[src/rtl/opq_pkg.sv]
package opq_pkg;

  localparam int KIND_W = 4;

  typedef enum logic [2:0] {
    CLS_CTRL = 3'd0,
    CLS_MEM  = 3'd1,
    CLS_INT  = 3'd2,
    CLS_FP   = 3'd3,
    CLS_MISC = 3'd4
  } opq_cls_e;

  // Priority steering of class flags to a single ready list
  function automatic opq_cls_e opq_steer(input logic [KIND_W-1:0] kind);
    if (kind[0])      return CLS_CTRL;
    else if (kind[1]) return CLS_MEM;
    else if (kind[2]) return CLS_INT;
    else if (kind[3]) return CLS_FP;
    else              return CLS_MISC;
  endfunction

endpackage

[src/rtl/opq_pick.sv]
module opq_pick #(
  parameter int N     = 8,
  parameter int IDX_W = 3
) (
  input  logic [N-1:0]     req,
  output logic [IDX_W-1:0] idx
);
  // Lowest set bit wins; idx stays 0 when nothing is requested
  always_comb begin
    idx = '0;
    for (int i = N - 1; i >= 0; i--) begin
      if (req[i]) idx = IDX_W'(i);
    end
  end
endmodule

[src/rtl/opq_scoreboard.sv]
module opq_scoreboard #(
  parameter int PREGS = 16,
  parameter int TAG_W = 5
) (
  input  logic             clk,
  input  logic             rst_n,
  input  logic             set_en,
  input  logic [TAG_W-1:0] set_tag,
  input  logic             clr_en,
  input  logic [TAG_W-1:0] clr_tag,
  output logic [PREGS-1:0] rdy_q
);
  logic [PREGS-1:0] rdy_d;
  logic             upd_en;

  assign upd_en = set_en | clr_en;

  // Tags at or above PREGS match no bit; a clear from a new producer wins
  always_comb begin
    rdy_d = rdy_q;
    for (int p = 0; p < PREGS; p++) begin
      if (set_en && set_tag == TAG_W'(p)) rdy_d[p] = 1'b1;
      if (clr_en && clr_tag == TAG_W'(p)) rdy_d[p] = 1'b0;
    end
  end

  always_ff @(posedge clk or negedge rst_n) begin
    if (!rst_n) begin
      rdy_q <= '0;
    end else if (upd_en) begin
      rdy_q <= rdy_d;
    end
  end
endmodule

[src/rtl/opq_slot.sv]
module opq_slot
  import opq_pkg::*;
#(
  parameter int SEQ_W = 8,
  parameter int TAG_W = 5,
  parameter int NSRC  = 2
) (
  input  logic                  clk,
  input  logic                  rst_n,
  input  logic                  load,
  input  logic [SEQ_W-1:0]      ld_seq,
  input  opq_cls_e              ld_cls,
  input  logic [NSRC*TAG_W-1:0] ld_tags,
  input  logic [NSRC-1:0]       ld_rdy,
  input  logic                  ld_ns,
  input  logic                  cmp_valid,
  input  logic [TAG_W-1:0]      cmp_tag,
  input  logic                  sq_valid,
  input  logic [SEQ_W-1:0]      sq_seq,
  input  logic                  sch_valid,
  input  logic [SEQ_W-1:0]      sch_seq,
  input  logic                  issue,
  output logic                  valid_o,
  output logic                  ready_o,
  output opq_cls_e              cls_o
);
  logic                  v_q, v_d;
  logic [SEQ_W-1:0]      seq_q;
  opq_cls_e              cls_q;
  logic [NSRC*TAG_W-1:0] tags_q;
  logic [NSRC-1:0]       rdy_q, rdy_d, wake;
  logic                  ns_q, ns_d;
  logic                  kill, sched_hit;

  assign kill      = v_q && sq_valid && (seq_q > sq_seq);
  assign sched_hit = v_q && sch_valid && (sch_seq == seq_q);

  always_comb begin
    for (int k = 0; k < NSRC; k++) begin
      wake[k] = cmp_valid && (tags_q[k*TAG_W +: TAG_W] == cmp_tag);
    end
    if (load) begin
      v_d   = 1'b1;
      rdy_d = ld_rdy;
      ns_d  = ld_ns;
    end else begin
      v_d   = v_q && !kill && !issue;
      rdy_d = rdy_q | wake;
      ns_d  = ns_q && !sched_hit;
    end
  end

  always_ff @(posedge clk or negedge rst_n) begin
    if (!rst_n) begin
      v_q   <= 1'b0;
      rdy_q <= '0;
      ns_q  <= 1'b0;
    end else begin
      v_q   <= v_d;
      rdy_q <= rdy_d;
      ns_q  <= ns_d;
    end
  end

  // Payload needs no reset: it is only observed while v_q is set
  always_ff @(posedge clk) begin
    if (load) begin
      seq_q  <= ld_seq;
      cls_q  <= ld_cls;
      tags_q <= ld_tags;
    end
  end

  assign valid_o = v_q;
  assign ready_o = v_q && (&rdy_q) && !ns_q;
  assign cls_o   = cls_q;
endmodule

[src/rtl/opq_issue_queue.sv]
module opq_issue_queue
  import opq_pkg::*;
#(
  parameter int ENTRIES   = 8,
  parameter int INT_PREGS = 8,
  parameter int FP_PREGS  = 8,
  parameter int TAG_W     = 5,
  parameter int SEQ_W     = 8,
  parameter int NSRC      = 2,
  localparam int PREGS    = INT_PREGS + FP_PREGS,
  localparam int IDX_W    = (ENTRIES > 1) ? $clog2(ENTRIES) : 1,
  localparam int CNT_W    = $clog2(ENTRIES + 1)
) (
  input  logic                  clk,
  input  logic                  rst_n,
  input  logic                  ins_valid,
  input  logic [SEQ_W-1:0]      ins_seq,
  input  logic [KIND_W-1:0]     ins_kind,
  input  logic                  ins_nonspec,
  input  logic [NSRC*TAG_W-1:0] ins_src_tag,
  input  logic [NSRC-1:0]       ins_src_rdy,
  input  logic [TAG_W-1:0]      ins_dst_tag,
  input  logic                  ins_dst_vld,
  input  logic                  cmp_valid,
  input  logic [TAG_W-1:0]      cmp_tag,
  input  logic                  sq_valid,
  input  logic [SEQ_W-1:0]      sq_seq,
  input  logic                  sch_valid,
  input  logic [SEQ_W-1:0]      sch_seq,
  input  logic                  iss_valid,
  input  logic [IDX_W-1:0]      iss_slot,
  output logic [ENTRIES-1:0]    rdy_ctrl,
  output logic [ENTRIES-1:0]    rdy_mem,
  output logic [ENTRIES-1:0]    rdy_int,
  output logic [ENTRIES-1:0]    rdy_fp,
  output logic [ENTRIES-1:0]    rdy_misc,
  output logic [IDX_W-1:0]      alloc_slot,
  output logic [CNT_W-1:0]      free_cnt,
  output logic                  full
);
  localparam logic [TAG_W:0] PREG_LIM = (TAG_W + 1)'(PREGS);

  logic [ENTRIES-1:0] slot_v, slot_rdy, slot_load, iss_hit;
  opq_cls_e           slot_cls [ENTRIES];
  logic [PREGS-1:0]   sb_rdy;
  logic [NSRC-1:0]    ld_rdy;
  logic               accept;
  opq_cls_e           ins_cls;
  logic [CNT_W-1:0]   occ;

  assign full    = &slot_v;
  assign accept  = ins_valid && !full;
  assign ins_cls = opq_steer(ins_kind);

  opq_pick #(.N(ENTRIES), .IDX_W(IDX_W)) u_pick (
    .req (~slot_v),
    .idx (alloc_slot)
  );

  opq_scoreboard #(.PREGS(PREGS), .TAG_W(TAG_W)) u_sb (
    .clk     (clk),
    .rst_n   (rst_n),
    .set_en  (cmp_valid),
    .set_tag (cmp_tag),
    .clr_en  (accept && ins_dst_vld),
    .clr_tag (ins_dst_tag),
    .rdy_q   (sb_rdy)
  );

  // Source readiness at insert: flag, untracked tag, scoreboard, or bypass
  always_comb begin
    logic [TAG_W-1:0] t;
    logic             hit;
    for (int k = 0; k < NSRC; k++) begin
      t   = ins_src_tag[k*TAG_W +: TAG_W];
      hit = 1'b0;
      for (int p = 0; p < PREGS; p++) begin
        if (t == TAG_W'(p)) hit = sb_rdy[p];
      end
      ld_rdy[k] = ins_nonspec | ins_src_rdy[k] | hit
                | ({1'b0, t} >= PREG_LIM)
                | (cmp_valid && (cmp_tag == t));
    end
  end

  for (genvar i = 0; i < ENTRIES; i++) begin : g_slot
    assign slot_load[i] = accept && (alloc_slot == IDX_W'(i));
    assign iss_hit[i]   = iss_valid && (iss_slot == IDX_W'(i)) && slot_rdy[i];

    opq_slot #(.SEQ_W(SEQ_W), .TAG_W(TAG_W), .NSRC(NSRC)) u_slot (
      .clk       (clk),
      .rst_n     (rst_n),
      .load      (slot_load[i]),
      .ld_seq    (ins_seq),
      .ld_cls    (ins_cls),
      .ld_tags   (ins_src_tag),
      .ld_rdy    (ld_rdy),
      .ld_ns     (ins_nonspec),
      .cmp_valid (cmp_valid),
      .cmp_tag   (cmp_tag),
      .sq_valid  (sq_valid),
      .sq_seq    (sq_seq),
      .sch_valid (sch_valid),
      .sch_seq   (sch_seq),
      .issue     (iss_hit[i]),
      .valid_o   (slot_v[i]),
      .ready_o   (slot_rdy[i]),
      .cls_o     (slot_cls[i])
    );

    assign rdy_ctrl[i] = slot_rdy[i] && (slot_cls[i] == CLS_CTRL);
    assign rdy_mem[i]  = slot_rdy[i] && (slot_cls[i] == CLS_MEM);
    assign rdy_int[i]  = slot_rdy[i] && (slot_cls[i] == CLS_INT);
    assign rdy_fp[i]   = slot_rdy[i] && (slot_cls[i] == CLS_FP);
    assign rdy_misc[i] = slot_rdy[i] && (slot_cls[i] == CLS_MISC);
  end

  always_comb begin
    occ = '0;
    for (int i = 0; i < ENTRIES; i++) occ = occ + CNT_W'(slot_v[i]);
  end
  assign free_cnt = CNT_W'(ENTRIES) - occ;
endmodule

[config.mk]
export PLATFORM = sky130hd
export DESIGN_NAME = opq_issue_queue
export DESIGN_NICKNAME = d
export VERILOG_FILES = /design/src/rtl/opq_pkg.sv /design/src/rtl/opq_pick.sv /design/src/rtl/opq_scoreboard.sv /design/src/rtl/opq_slot.sv /design/src/rtl/opq_issue_queue.sv
export SDC_FILE = /design/constraint.sdc
export NUM_CORES = 1
export LEC_CHECK = 0
export ABC_AREA = 1
export BUFFER_PORTS_ARGS = -buffer_cell sky130_fd_sc_hd__buf_4
export CAP_MARGIN = 20
export CORE_UTILIZATION = 64
export CTS_BUF_LIST = sky130_fd_sc_hd__clkbuf_2
export CTS_CLUSTER_DIAMETER = 40
export DETAILED_ROUTE_END_ITERATION = 16
export PLACE_DENSITY = 0.95
export SETUP_SLACK_MARGIN = 0.3
export SYNTH_ARGS = -nofsm -noshare
export SYNTH_HDL_FRONTEND = slang
export SYNTH_SLANG_ARGS = --single-unit
[constraint.sdc]
create_clock -name clk -period 5.8 [get_ports clk]
set_clock_uncertainty 0.2 [all_clocks]
set_input_delay 0.58 -clock clk [delete_from_list [all_inputs] [get_ports clk]]
set_output_delay 0.58 -clock clk [all_outputs]
set_load 0.02 [all_outputs]
==> load_flow_metrics.sql <==
INSERT INTO impl_metrics (metric_group, metric, value, unit) VALUES
('status', 'status', 'completed', ''),
('pwr', 'internal-power', '0.00286', 'W'),
('global_routing', 'vias_in_the_first_global_route', '9880', ''),
('synth', 'yosysWarningCount', '0', ''),
('timing', 'timing.final.hold_violations', '0', ''),
('timing', 'grt_setup_unrepaired', 'no', ''),
('synth', 'synth_edf_count', '168', ''),
('cts', 'worst_case_clock_buffer_depth', '3', ''),
('timing', 'timing.final.max_slew_violations', '0', ''),
('worst_hold_path', 'hold_path_class', 'in2reg', ''),
('setup_path', 'path_type_of_the_worst_setup_path', 'reg2out', ''),
('global_routing', 'pin_count_of_the_biggest_net_entering_global_routing', '49', ''),
('timing', 'fin_worst_hold_slack', '23.1', 'ps'),
('cts', 'htreeDepth', '2', ''),
('drt', 'detail_route.first_pass.iterations', '7', ''),
('placed_design', 'io_buffers', '109', ''),
('synth', 'synth_top_family_by_area', 'simple AND/OR/NAND/NOR gates', ''),
('global_routing', 'grt_util_all_layers', '37.5', '%'),
('synth', 'post_synth_fa_ha_maj_area_fraction', '8.05', '%'),
('drt', 'route.detailed.drc', '0', ''),
('timing', 'slew_headroom', '25.7', '%'),
('synth', 'syn-instance-count', '1211', ''),
('cts', 'clk-insertion-delay-late', '900', 'ps'),
('timing', 'achievable-frequency', '231', 'MHz'),
('synth', 'synth-seq-cells', '216', ''),
('synth', 'synthesized_area_fraction_occupied_by_ao_oa_aoi_and_oai_cells', '11.9', '%'),
('timing', 'final.setup.tns', '0', 'ps'),
('drt', 'vias_per_cell', '6.36', ''),
('setup_path', 'timing.critical_path.buf_inv', '4', ''),
('setup_path', 'critPathCaptureType', 'output pin', ''),
('placed_design', 'gp_congestion', '1.09', ''),
('global_routing', 'gr-total-overflow', '0', ''),
('setup_path', 'max_stage_delay', '550', 'ps'),
('cts', 'post_cts_resize_count', '0', ''),
('cts', 'sink_count_of_the_clock_tree', '216', ''),
('global_routing', 'grt_antenna_before_repair', '1', ''),
('die', 'die_width', '137', 'um'),
('pwr', 'share_of_total_power_in_combinational_logic', '30.4', '%'),
('cts', 'clk_transition_reported_paths', '110', 'ps'),
('cells_and_area', 'flow.area_growth_from_synthesis', '17.8', '%'),
('die', 'die_area', '18900', 'um2'),
('synth', 'post_synth_and_or_nand_nor_area_fraction', '16.9', '%'),
('pwr', 'net-switching-power', '0.00165', 'W'),
('pwr', 'power.share.clock', '23.6', '%'),
('setup_path', 'worstSetupStartpointType', 'flip-flop', ''),
('synth', 'synth.top_cells.by_area', 'sky130_fd_sc_hd__edfxtp_1 43%, sky130_fd_sc_hd__dfrtp_1 10%, sky130_fd_sc_hd__ha_1 7.4%', ''),
('synth', 'yosys_most_used_dff', 'sky130_fd_sc_hd__edfxtp_1', ''),
('synth', 'synth.mux.area_fraction', '0', '%'),
('die', 'initial_utilization', '65.3', '%'),
('synth', 'synthDominantCellAreaShare', '43.0', '%'),
('cts', 'clock-root-buffer', 'sky130_fd_sc_hd__clkbuf_2', ''),
('die', 'io_pins', '110', ''),
('setup_path', 'timing.critical_path.required', '5020', 'ps'),
('pwr', 'irDropWorstVdd', '0.401', 'mV'),
('placed_design', 'half_perimeter_wire_length_of_the_detailed_placement_result', '24000', 'um'),
('cells_and_area', 'layout_cells_sized_above_1', '15.5', '%'),
('drt', 'vias', '10600', ''),
('timing', 'setup-violations-final', '0', ''),
('cells_and_area', 'nets', '1536', ''),
('drt', 'wire_per_inst', '21.3', 'um'),
('setup_path', 'cpMaxStageDelayCell', 'sky130_fd_sc_hd__fa_1', ''),
('setup_path', 'crit_path_cell_trace', 'inv_1 -> fa_1 -> ha_1 -> inv_1 -> fa_1 -> inv_1 -> fa_1 -> ha_1 -> buf_4', ''),
('synth', 'post-synth-top-area-cell', 'sky130_fd_sc_hd__edfxtp_1', ''),
('die', 'fp-row-count', '49', ''),
('pwr', 'power_leakage', '6.00', 'nW'),
('setup_path', 'cp_delay_by_family_top', 'adder cells', ''),
('synth', 'synth.distinct_cells', '40', ''),
('drt', 'initialDrtViolationCount', '1600', ''),
('setup_path', 'reg_to_reg_slack_setup', '2900', 'ps'),
('drt', 'route.antenna.remaining_nets', '0', ''),
('setup_path', 'arrival', '3550', 'ps');
layout by cell type (no fill, tap or decap), types with 3 or more instances in the layout:
| master | synthesis | routed |
|---|---|---|
| sky130_fd_sc_hd__clkinv_1 | 3 | 16 |
| sky130_fd_sc_hd__dfrtp_1 | 48 | 48 |
| sky130_fd_sc_hd__dlygate4sd3_1 | 0 | 48 |
| sky130_fd_sc_hd__a31oi_1 | 6 | 6 |
| sky130_fd_sc_hd__a221oi_1 | 9 | 9 |
| sky130_fd_sc_hd__o21ai_0 | 55 | 55 |
| sky130_fd_sc_hd__nand3_1 | 50 | 50 |
| sky130_fd_sc_hd__nand4_1 | 33 | 33 |
| sky130_fd_sc_hd__fa_1 | 4 | 4 |
| sky130_fd_sc_hd__nor2_2 | 4 | 4 |
| sky130_fd_sc_hd__inv_2 | 7 | 7 |
| sky130_fd_sc_hd__nand2_1 | 203 | 203 |
| sky130_fd_sc_hd__a21oi_1 | 98 | 98 |
| sky130_fd_sc_hd__edfxtp_1 | 168 | 168 |
| sky130_fd_sc_hd__ha_1 | 69 | 69 |
| sky130_fd_sc_hd__xnor2_1 | 19 | 19 |
| sky130_fd_sc_hd__a211oi_1 | 18 | 18 |
| sky130_fd_sc_hd__o31ai_1 | 4 | 4 |
| sky130_fd_sc_hd__xor2_1 | 29 | 29 |
| sky130_fd_sc_hd__or2_2 | 5 | 5 |
| sky130_fd_sc_hd__buf_4 | 0 | 111 |
| sky130_fd_sc_hd__nor2_1 | 80 | 80 |
| sky130_fd_sc_hd__inv_1 | 154 | 154 |
| sky130_fd_sc_hd__buf_16 | 0 | 3 |
| sky130_fd_sc_hd__nor4_1 | 13 | 13 |
| sky130_fd_sc_hd__o21ai_1 | 5 | 5 |
| sky130_fd_sc_hd__clkbuf_2 | 0 | 75 |
| sky130_fd_sc_hd__clkinv_2 | 1 | 5 |
| sky130_fd_sc_hd__o211ai_1 | 6 | 6 |
| sky130_fd_sc_hd__o2111ai_1 | 5 | 5 |
| sky130_fd_sc_hd__o22ai_1 | 30 | 30 |
| sky130_fd_sc_hd__nor3_1 | 47 | 47 |
worst paths after layout:
kind,startpoint,endpoint,depth (start not counted)
min reg2reg,g_slot[0].u_slot.ns_q,g_slot[0].u_slot.ns_q,2
min in group asynchronous,rst_n,u_sb.rdy_q[4],2
max reg2reg,g_slot[7].u_slot.valid_o,g_slot[7].u_slot.seq_q[1],7
max in group asynchronous,rst_n,g_slot[2].u_slot.rdy_q[1],2
max,g_slot[4].u_slot.valid_o,free_cnt[2],9
min,sch_seq[3],g_slot[5].u_slot.ns_q,5
repair_timing:
item                       4_1_cts  5_1_grt
setup endpoints to repair        0        0
hold buffers                    48        0
hold endpoints to repair       246        0
sequential cells by signal (all words and copies together), names as in the netlist:
register / count
g_slot.u_slot.ns_q: 8
g_slot.u_slot.rdy_q: 16
g_slot.u_slot.seq_q: 64
g_slot.u_slot.valid_o: 8
u_sb.rdy_q: 16
g_slot.u_slot.cls_o: 24
g_slot.u_slot.tags_q: 80
per-layer routing:
metal	global-route usage (%)	vias to the layer above	routed length (um)
met3	9.31	196	4820
met1	48.5	4838	12700
met2	57.4	919	15900
li1	-	4679	-
met4	22.3	0	2140
met5	0	-	0
worst min-delay path: cells and delay by family:
family                 cells  cell delay, ps
AND/OR/NAND/NOR            2             170
buffers and inverters      1             140
AO/OA/AOI/OAI              2             150
stage by stage:
stage / cell area (um2) / power (W) / util, % / setup WS (ps) / cells
floorplan: 11700 / 0.00286 / - / 2590 / 1211
global placement: 12700 / 0.00328 / 70.9 / 2410 / 1525
detailed placement: 12700 / 0.00337 / 70.9 / 2340 / 1525
finish: 13800 / 0.00451 / 76.9 / 1470 / 1672
CTS: 13700 / 0.00442 / 76.3 / 1440 / 1667
global route: 13800 / 0.00472 / 76.9 / 1290 / 1672
kinds of logic after synthesis:
kind of cell,count (synthesis)
adders and majority gates,73
DFF,216
AOI/OAI and AO/OA,239
buffers and inverters,191
xor gates and xnor gates,48
and+or+nand+nor,444
final cells by class:
class / instances / area [um2] / area share [%]
flip-flops and latches: 216 / 6250 / 45.2
multi-input cells: 804 / 4740 / 34.3
repair buffers: 163 / 1420 / 10.3
inverters: 165 / 621 / 4.49
clock buffers: 75 / 375 / 2.72
well taps: 229 / 287 / 2.07
clock inverters: 19 / 129 / 0.933
diodes: 1 / 2.50 / 0.0181
cells in the mapped netlist, drive strengths merged, types with 5 or more instances:
library cell	number
nand2	207
edfxtp	168
inv	161
a21oi	98
nor2	85
ha	69
o21ai	60
nand3	52
nor3	49
dfrtp	48
nand4	33
o22ai	30
xor2	29
xnor2	19
a211oi	18
buf	18
nor4	13
a221oi	9
clkbuf	8
a31oi	7
o211ai	6
o2111ai	5
o31ai	5
or2	5
power by group through the flow:
stage               registers (W)  clock network [W]  logic [W]
floorplan                 0.00205                  0   0.000812
global placement          0.00208                  0    0.00120
detailed placement        0.00210                  0    0.00127
CTS                       0.00207            0.00105    0.00131
global route              0.00209            0.00114    0.00149
finish                    0.00207            0.00106    0.00137
Note: power is estimated with default switching activity, not from simulation.
